<file path="src/rtl/dbcmp_pkg.sv">
package dbcmp_pkg;
   localparam int ADDR_W = 3;

   typedef enum logic [ADDR_W-1:0] {
      A_CMP0_LO = 3'd0,
      A_CMP0_HI = 3'd1,
      A_CMP1_LO = 3'd2,
      A_CMP1_HI = 3'd3,
      A_CTRL    = 3'd4
   } addr_e;

   localparam int CTRL_RUN_BIT = 0;
   localparam int CTRL_BUF_BIT = 1;
endpackage

</file>
<file path="src/rtl/dbcmp_regs.sv">
module dbcmp_regs
   import dbcmp_pkg::*;
#(
   parameter int DATA_W = 8,
   parameter int CNT_W  = 16
) (
   input  logic              clk,
   input  logic              rst_n,
   input  logic              wr_en,
   input  logic [ADDR_W-1:0] wr_addr,
   input  logic [DATA_W-1:0] wr_data,
   input  logic              xfer,
   output logic [CNT_W-1:0]  cmp0,
   output logic [CNT_W-1:0]  cmp1,
   output logic [CNT_W-1:0]  shadow,
   output logic              run,
   output logic              buf_en
);
   localparam int NREG = 2;

   logic [CNT_W-1:0] val    [NREG];
   logic             commit [NREG];

   // one staging latch per compare register; low lane at 2*i, high at 2*i+1
   for (genvar i = 0; i < NREG; i++) begin : g_stage
      logic [DATA_W-1:0] stage_q;
      always_ff @(posedge clk) begin
         if (!rst_n)
            stage_q <= '0;
         else if (wr_en && wr_addr == ADDR_W'(2*i))
            stage_q <= wr_data;
      end
      assign commit[i] = wr_en && (wr_addr == ADDR_W'(2*i+1));
      assign val[i]    = {wr_data, stage_q};
   end

   always_ff @(posedge clk) begin
      if (!rst_n) begin
         cmp0   <= '0;
         cmp1   <= '0;
         shadow <= '0;
         run    <= 1'b0;
         buf_en <= 1'b0;
      end else begin
         if (commit[1])
            cmp1 <= val[1];
         if (commit[0])
            shadow <= val[0];
         if (xfer)
            cmp0 <= shadow;
         else if (commit[0] && !buf_en)
            cmp0 <= val[0];
         if (wr_en && wr_addr == A_CTRL) begin
            run    <= wr_data[CTRL_RUN_BIT];
            buf_en <= wr_data[CTRL_BUF_BIT];
         end
      end
   end
endmodule

</file>
<file path="src/rtl/dbcmp_counter.sv">
module dbcmp_counter #(
   parameter int CNT_W = 16
) (
   input  logic             clk,
   input  logic             rst_n,
   input  logic             run,
   input  logic             wrap,
   output logic [CNT_W-1:0] count
);
   always_ff @(posedge clk) begin
      if (!rst_n || !run)
         count <= '0;
      else if (wrap)
         count <= '0;
      else
         count <= count + CNT_W'(1);
   end
endmodule

</file>
<file path="src/rtl/dbcmp_cmp.sv">
module dbcmp_cmp #(
   parameter int CNT_W = 16
) (
   input  logic             en,
   input  logic [CNT_W-1:0] count,
   input  logic [CNT_W-1:0] ref_val,
   output logic             hit
);
   assign hit = en && (count == ref_val);
endmodule

</file>
<file path="src/rtl/dbcmp_timer.sv">
module dbcmp_timer
   import dbcmp_pkg::*;
#(
   parameter int DATA_W = 8,
   parameter int CNT_W  = 16
) (
   input  logic              clk,
   input  logic              rst_n,
   input  logic              wr_en,
   input  logic [ADDR_W-1:0] wr_addr,
   input  logic [DATA_W-1:0] wr_data,
   input  logic [ADDR_W-1:0] rd_addr,
   output logic [DATA_W-1:0] rd_data,
   output logic [CNT_W-1:0]  count,
   output logic              match0,
   output logic              match1
);
   localparam int NCMP = 2;

   if (CNT_W != 2 * DATA_W) begin : g_width_bad
      $error("dbcmp_timer: CNT_W must be twice DATA_W");
   end
   if (DATA_W < 2) begin : g_data_bad
      $error("dbcmp_timer: DATA_W must hold the control bits");
   end

   logic [CNT_W-1:0] cmp0, cmp1, shadow;
   logic             run, buf_en;
   logic [CNT_W-1:0] ref_val [NCMP];
   logic             hit     [NCMP];

   dbcmp_regs #(.DATA_W(DATA_W), .CNT_W(CNT_W)) u_regs (
      .clk    (clk),
      .rst_n  (rst_n),
      .wr_en  (wr_en),
      .wr_addr(wr_addr),
      .wr_data(wr_data),
      .xfer   (buf_en && hit[1]),
      .cmp0   (cmp0),
      .cmp1   (cmp1),
      .shadow (shadow),
      .run    (run),
      .buf_en (buf_en)
   );

   dbcmp_counter #(.CNT_W(CNT_W)) u_cnt (
      .clk  (clk),
      .rst_n(rst_n),
      .run  (run),
      .wrap (hit[1]),
      .count(count)
   );

   assign ref_val[0] = cmp0;
   assign ref_val[1] = cmp1;

   for (genvar i = 0; i < NCMP; i++) begin : g_cmp
      dbcmp_cmp #(.CNT_W(CNT_W)) u_cmp (
         .en     (run),
         .count  (count),
         .ref_val(ref_val[i]),
         .hit    (hit[i])
      );
   end

   assign match0 = hit[0];
   assign match1 = hit[1];

   always_comb begin
      rd_data = '0;
      if (rd_addr == A_CTRL) begin
         rd_data[CTRL_RUN_BIT] = run;
         rd_data[CTRL_BUF_BIT] = buf_en;
      end
   end
endmodule

</file>
<file path="config.mk">
export PLATFORM = sky130hd
export DESIGN_NAME = dbcmp_timer
export DESIGN_NICKNAME = d
export VERILOG_FILES = /design/src/rtl/dbcmp_pkg.sv /design/src/rtl/dbcmp_regs.sv /design/src/rtl/dbcmp_counter.sv /design/src/rtl/dbcmp_cmp.sv /design/src/rtl/dbcmp_timer.sv
export SDC_FILE = /design/constraint.sdc
export NUM_CORES = 1
export LEC_CHECK = 0
export BUFFER_PORTS_ARGS = -buffer_cell sky130_fd_sc_hd__buf_2
export CORE_MARGIN = 2
export CORE_UTILIZATION = 60
export DETAILED_ROUTE_END_ITERATION = 16
export GPL_TIMING_DRIVEN = 1
export PLACE_DENSITY = 0.89
export SLEW_MARGIN = 20
export SYNTH_ARGS = -nofsm -noshare
export SYNTH_HDL_FRONTEND = slang
export SYNTH_SLANG_ARGS = --single-unit
</file>
<file path="constraint.sdc">
create_clock -name clk -period 4.05 [get_ports clk]
set_input_delay 0.405 -clock clk [delete_from_list [all_inputs] [get_ports clk]]
set_output_delay 0.405 -clock clk [all_outputs]
set_load 0.01 [all_outputs]
</file>
### After elaboration in Yosys (flattened, before gate mapping)

Cells that the tools add are included.

| storage, ports and cells | value |
|---|---|
| word-level logic and storage cells | 35 |
| input port bits | 17 |
| output and inout bits | 26 |
| flip-flop bits (word level) | 82 |

| operators by class | value |
|---|---|
| eq/ne operators | 7 |
| muxes and demuxes | 3 |
| add/subtract/negate cells | 1 |
| reduce and logical (&&, ||, !) cells | 16 |

Operator list:

| operator | number |
|---|---|
| 16-bit == test | 2 |
| 16-bit 2-to-1 mux | 2 |
| 16-bit by 1-bit adder with 16-bit output (second input constant) | 1 |
| 1-bit logical AND | 9 |
| 3-bit by 2-bit == test with 1-bit output (second input constant) | 2 |
| 3-bit == test (second input constant) | 2 |
| 3-bit by 1-bit == test with 1-bit output (second input constant) | 1 |
| 1-bit zero test | 3 |
| 3-bit zero test | 1 |
| 2-bit 2-to-1 mux | 1 |
| 2-bit nonzero test | 1 |
| 2-bit OR reduction | 1 |
| 1-bit logical OR | 1 |

### Depth between registers and ports, before layout

| depth | value |
|---|---|
| word-level depth | 5 |
| gate-level depth with buffers | 7 |
| gate-level depth less buffers | 5 |

### By module

Synthesis repeated with hierarchy kept, for this count alone.

| second synthesis, totals | value |
|---|---|
| cell total of the unflattened synthesis | 435 |
| area, all modules | 3906.2 µm² |

Modules (own cells, without submodules):

| module | seq. area each (µm²) | instances | cells each | area an instance (µm²) |
|---|---|---|---|---|
| dbcmp_regs | 1321.3 | 1 | 304 | 2760.1 |
| dbcmp_counter | 320.3 | 1 | 77 | 703.2 |
| dbcmp_cmp | 0.0 | 2 | 22 | 181.4 |
| dbcmp_timer | 0.0 | 1 | 10 | 80.1 |

### Worst setup path after synthesis

Ideal clock, no wire load.

| path | value |
|---|---|
| kind | flip-flop to flip-flop |
| from | register u_cnt.count[3] |
| to | register u_regs.cmp0[10] |
| data arrival time | 2056 ps |
| buffers on the path | 2 |
| period minus slack after synthesis | 2177 ps |
| path slack | 1873 ps |
| cell stages (with the launch flop) | 8 |
| path through | dfxtp_1 > buf_6 > xnor2_2 > nand2_1 > or4_4 > o311a_4 > buf_6 > a221o_1 |

| between the ends | value |
|---|---|
| word-level cells in the longest chain between the ends | 4 |

RTL lines:

| element | line | RTL |
|---|---|---|
| start, declared | dbcmp_counter.sv:8 | `output logic [CNT_W-1:0] count` |
| start signal, assigned | dbcmp_counter.sv:16 | `count <= count + CNT_W'(1);` |
| 16-bit == test (*) | dbcmp_cmp.sv:9 | `assign hit = en && (count == ref_val);` |
| 1-bit logical AND (*) | dbcmp_cmp.sv:9 |  |
| 1-bit logical AND (*) | dbcmp_timer.sv:38 | `.xfer (buf_en && hit[1]),` |
| 16-bit 2-to-1 mux or 2-bit nonzero test (tied branches) | -- |  |
| end signal, assigned | dbcmp_regs.sv:50 | `cmp0 <= shadow;` |
| end signal, assigned | dbcmp_regs.sv:52 | `cmp0 <= val[0];` |
| end, declared | dbcmp_regs.sv:13 | `output logic [CNT_W-1:0] cmp0,` |

Mark *: on every way between the ends. The rest lies on a longest branch, timed or not.
A chain may end at the register's enable or synchronous reset.

### Worst setup path after layout

| path | value |
|---|---|
| from | register u_cnt.count[6] |
| to | output match0 |

| between the ends | value |
|---|---|
| word-level cells in the longest chain between the ends | 2 |

RTL lines:

| element | line | RTL |
|---|---|---|
| 16-bit == test | dbcmp_cmp.sv:9 |  |
| 1-bit logical AND | dbcmp_cmp.sv:9 |  |
| end, declared | dbcmp_timer.sv:15 | `output logic match0,` |

No other way between the ends.

==> flow_metrics.py <==
metrics = {
    "timing": {
        "rsz0062_at_grt": "false",
        "period_share_pct": 59.6,
        "hold_violations": 0,
        "finalSetupViolCount": 0,
        "setup_slack_ns": 1.64,
        "fmax_ghz": 0.414,
        "fin_crit_ns": 2.41,
        "tightest_slew_ns": 0.963,
        "fin_tns_setup_ns": 0,
        "maxSlewHeadroom_pct": 35.5,
        "final_max_slew_viol_count": 0,
        "clock_skew_ns": 0.0134,
        "hold_ws_ns": 0.349,
    },
    "final_layout": {
        "syn2layout_area_growth_pct": 9.09,
        "num_antenna_cells": 0,
        "layout-drive-gt1-share_pct": 12.7,
        "final_nets": 455,
        "fin_cells": 516,
    },
    "power_and_ir_drop": {
        "sw_frac_of_total_pct": 23.2,
        "cellPowerDensity_mw_per_mm2": 368,
        "power.total_mw": 1.46,
        "p_switching_mw": 0.339,
        "intPower_mw": 1.12,
        "power.combinational.fraction_pct": 4.7,
        "vdd_ir_drop_max_mv": 0.214,
        "seqPwrFrac_pct": 56.3,
        "power.leakage_nw": 1.50,
        "clockPowerShare_pct": 39.0,
    },
    "place": {
        "dp_cells": 500,
        "gp_congestion": 0.896,
        "io_buffer_count": 36,
        "pre_cts_ws_ns": 1.62,
        "dpl.hpwl_mm": 5.70,
    },
    "clocking": {
        "numClockSinks": 82,
        "cts_root_buf": "clkbuf_8",
        "cts_resized": 0,
        "cts_tree": "yes",
        "htreeDepth": 3,
        "clk_path_buf_depth": 2,
        "insertion_delay_ns": 0.36,
        "cts_hold_buf": 0,
        "post_cts_buffers": 0,
        "clkTransAtPathRegs_ns": 0.08,
        "cts_inserted_buffers": 9,
    },
    "routing": {
        "wl_met2_mm": 3.75,
        "met3WireLength_um": 542,
        "first_iter_violations": 174,
        "via_per_inst": 5.68,
        "drcViolationCount": 0,
        "route.vias.total": 2932,
        "drt-wirelength-per-cell_um": 15.8,
        "firstDrtPassIters": 4,
        "wl_met1_mm": 3.62,
        "wirelength_mm": 8.14,
        "postRouteAntennaNets": 0,
        "routed.top_layer": "met4",
    },
    "global_routing": {
        "antenna_found_initial": 0,
        "grt_overflow": 0,
        "grt_pass1_wl_mm": 13.3,
        "grtUsageTotal_pct": 26.9,
        "grt_pass1_vias": 2793,
        "grt_max_degree": 55,
    },
    "synth": {
        "synth_cells": 414,
        "synthesis.area_mm2": 0.00363,
        "synth.avg_cell_area_um2": 8.78,
        "ys.flop_type": "dfxtp_1",
        "async_flop_share_pct": 0,
        "yosysSeqAreaShare_pct": 45.2,
        "ys_types": 36,
        "synth_edf_count": 0,
        "synth-seq-cells": 82,
        "yosysWarnings": 0,
    },
    "floorplan": {
        "core_area_mm2": 0.00589,
        "rows": 28,
        "dieWidth_um": 81.8,
        "start_util_pct": 61.8,
        "die_area_mm2": 0.00670,
        "io_pins": 43,
        "die_h_um": 81.8,
    },
    "critical_path": {
        "critPathArrivalTime_ns": 2.01,
        "rrSetupSlack_ns": 1.64,
        "worst_setup_path_end_kind": "primary output",
        "required_ns": 3.64,
        "cp_max_fo": 8,
        "startpoint_type": "flip-flop",
        "path_class": "reg2out",
    },
    "hold_path": {
        "hold_path.class": "in2reg",
    },
    "run": {
        "cap_violations": 0,
    },
    "outcome": {
        "status": "completed",
    },
}
[critical path: stages (launching register included)]
cell and delay [ns]:
dfxtp_1 0.57, xor2_1 0.14, nor4_1 0.33, nand4_1 0.14
nor4_1 0.29, buf_2 0.19
[through the flow]
stage | instance area, um^2 | utilization, %
5_1_grt | 3970 | 67.4
3_5_place_dp | 3770 | 64.1
2_1_floorplan | 3650 | -
6_report | 3970 | 67.4
3_3_place_gp | 3770 | 64.1
4_1_cts | 3960 | 67.2
[registers in the layout, summed over array words and instances (netlist names)]
signal and count:
u_cnt.count 16, u_regs.buf_en 1, u_regs.cmp0 16, u_regs.cmp1 16
u_regs.g_stage.stage_q 16, u_regs.run 1, u_regs.shadow 16
[cell usage in the layout, fill, tap and decap left out]
cell / n
a21boi_0: 48
a221o_1: 16
a222oi_1: 1
and2_1: 20
and3_1: 4
and3b_1: 1
and4_1: 2
buf_2: 36
buf_4: 1
bufinv_16: 1
clkbuf_1: 1
clkbuf_8: 9
clkinv_2: 2
clkinv_4: 1
clkinvlp_4: 1
conb_1: 6
dfxtp_1: 82
ha_1: 1
inv_1: 5
mux2i_1: 2
nand2_1: 107
nand3_1: 4
nand3b_1: 1
nand4_1: 9
nor2_1: 21
nor2b_1: 3
nor3_1: 1
nor3_2: 1
nor4_1: 3
nor4b_1: 1
nor4bb_1: 1
o211ai_1: 1
o21ai_0: 1
o22ai_1: 1
o311a_4: 1
or2_2: 1
or4_4: 1
xnor2_1: 22
xnor2_2: 1
xor2_1: 20
[worst paths after layout]
kind                                                    from                           end  depth (start not counted)
worst max-delay path                          u_cnt.count[6]                        match0                          5
worst min register to register  u_regs.g_stage[1].stage_q[0]  u_regs.g_stage[1].stage_q[0]                          2
worst max register to register                u_cnt.count[3]                u_regs.cmp0[2]                          5
worst min-delay path                              wr_data[7]  u_regs.g_stage[0].stage_q[7]                          3
[power groups by stage]
stage | combinational (mW) | clock, mW | sequential [mW]
6_report | 0.0689 | 0.569 | 0.822
5_1_grt | 0.0763 | 0.609 | 0.823
4_1_cts | 0.0680 | 0.574 | 0.822
3_5_place_dp | 0.0678 | 0 | 0.841
3_3_place_gp | 0.0662 | 0 | 0.840
2_1_floorplan | 0.0495 | 0 | 0.838
[layout make-up]
| type | count | area (um^2) |
|---|---|---|
| Multi-Input combinational cell | 302 | 1840 |
| Clock inverter | 5 | 56.3 |
| Fill cell | 492 | 1920 |
| Sequential cell | 82 | 1640 |
| Timing Repair Buffer | 37 | 188 |
| Inverter | 5 | 18.8 |
| Tap cell | 75 | 93.8 |
| Clock buffer | 10 | 128 |
[cells in the mapped netlist, types with 3 or more instances]
library cell	instances	area (um^2)
a21boi_0	48	360
a221o_1	16	160
and2_1	20	125
and3_1	4	25.0
buf_2	3	15.0
buf_4	6	45.0
clkbuf_1	19	71.3
dfxtp_1	82	1640
inv_1	5	18.8
nand2_1	107	402
nand3_1	4	20.0
nand4_1	9	56.3
nor2_1	21	78.8
nor2b_1	3	18.8
nor4_1	3	18.8
xnor2_1	22	193
xor2_1	20	175
[cells by family after synthesis]
group	after synthesis	share of synthesized area, %
AOI/OAI and AO/OA	69	15.7
xor gates and xnor gates	43	10.6
adders and majority gates	1	0.344
buffers and inverters	35	4.75
DFF	82	45.2
muxes	2	0.551
other	1	0.103
and+or+nand+nor	181	22.8
[metal layers]
metal  GRT usage [%]  up-vias
met5               0        -
met4            12.8        0
met3            6.92       20
met2            42.9       95
met1            34.0     1396
li1                -     1421
(Power assumes the default switching activity.)
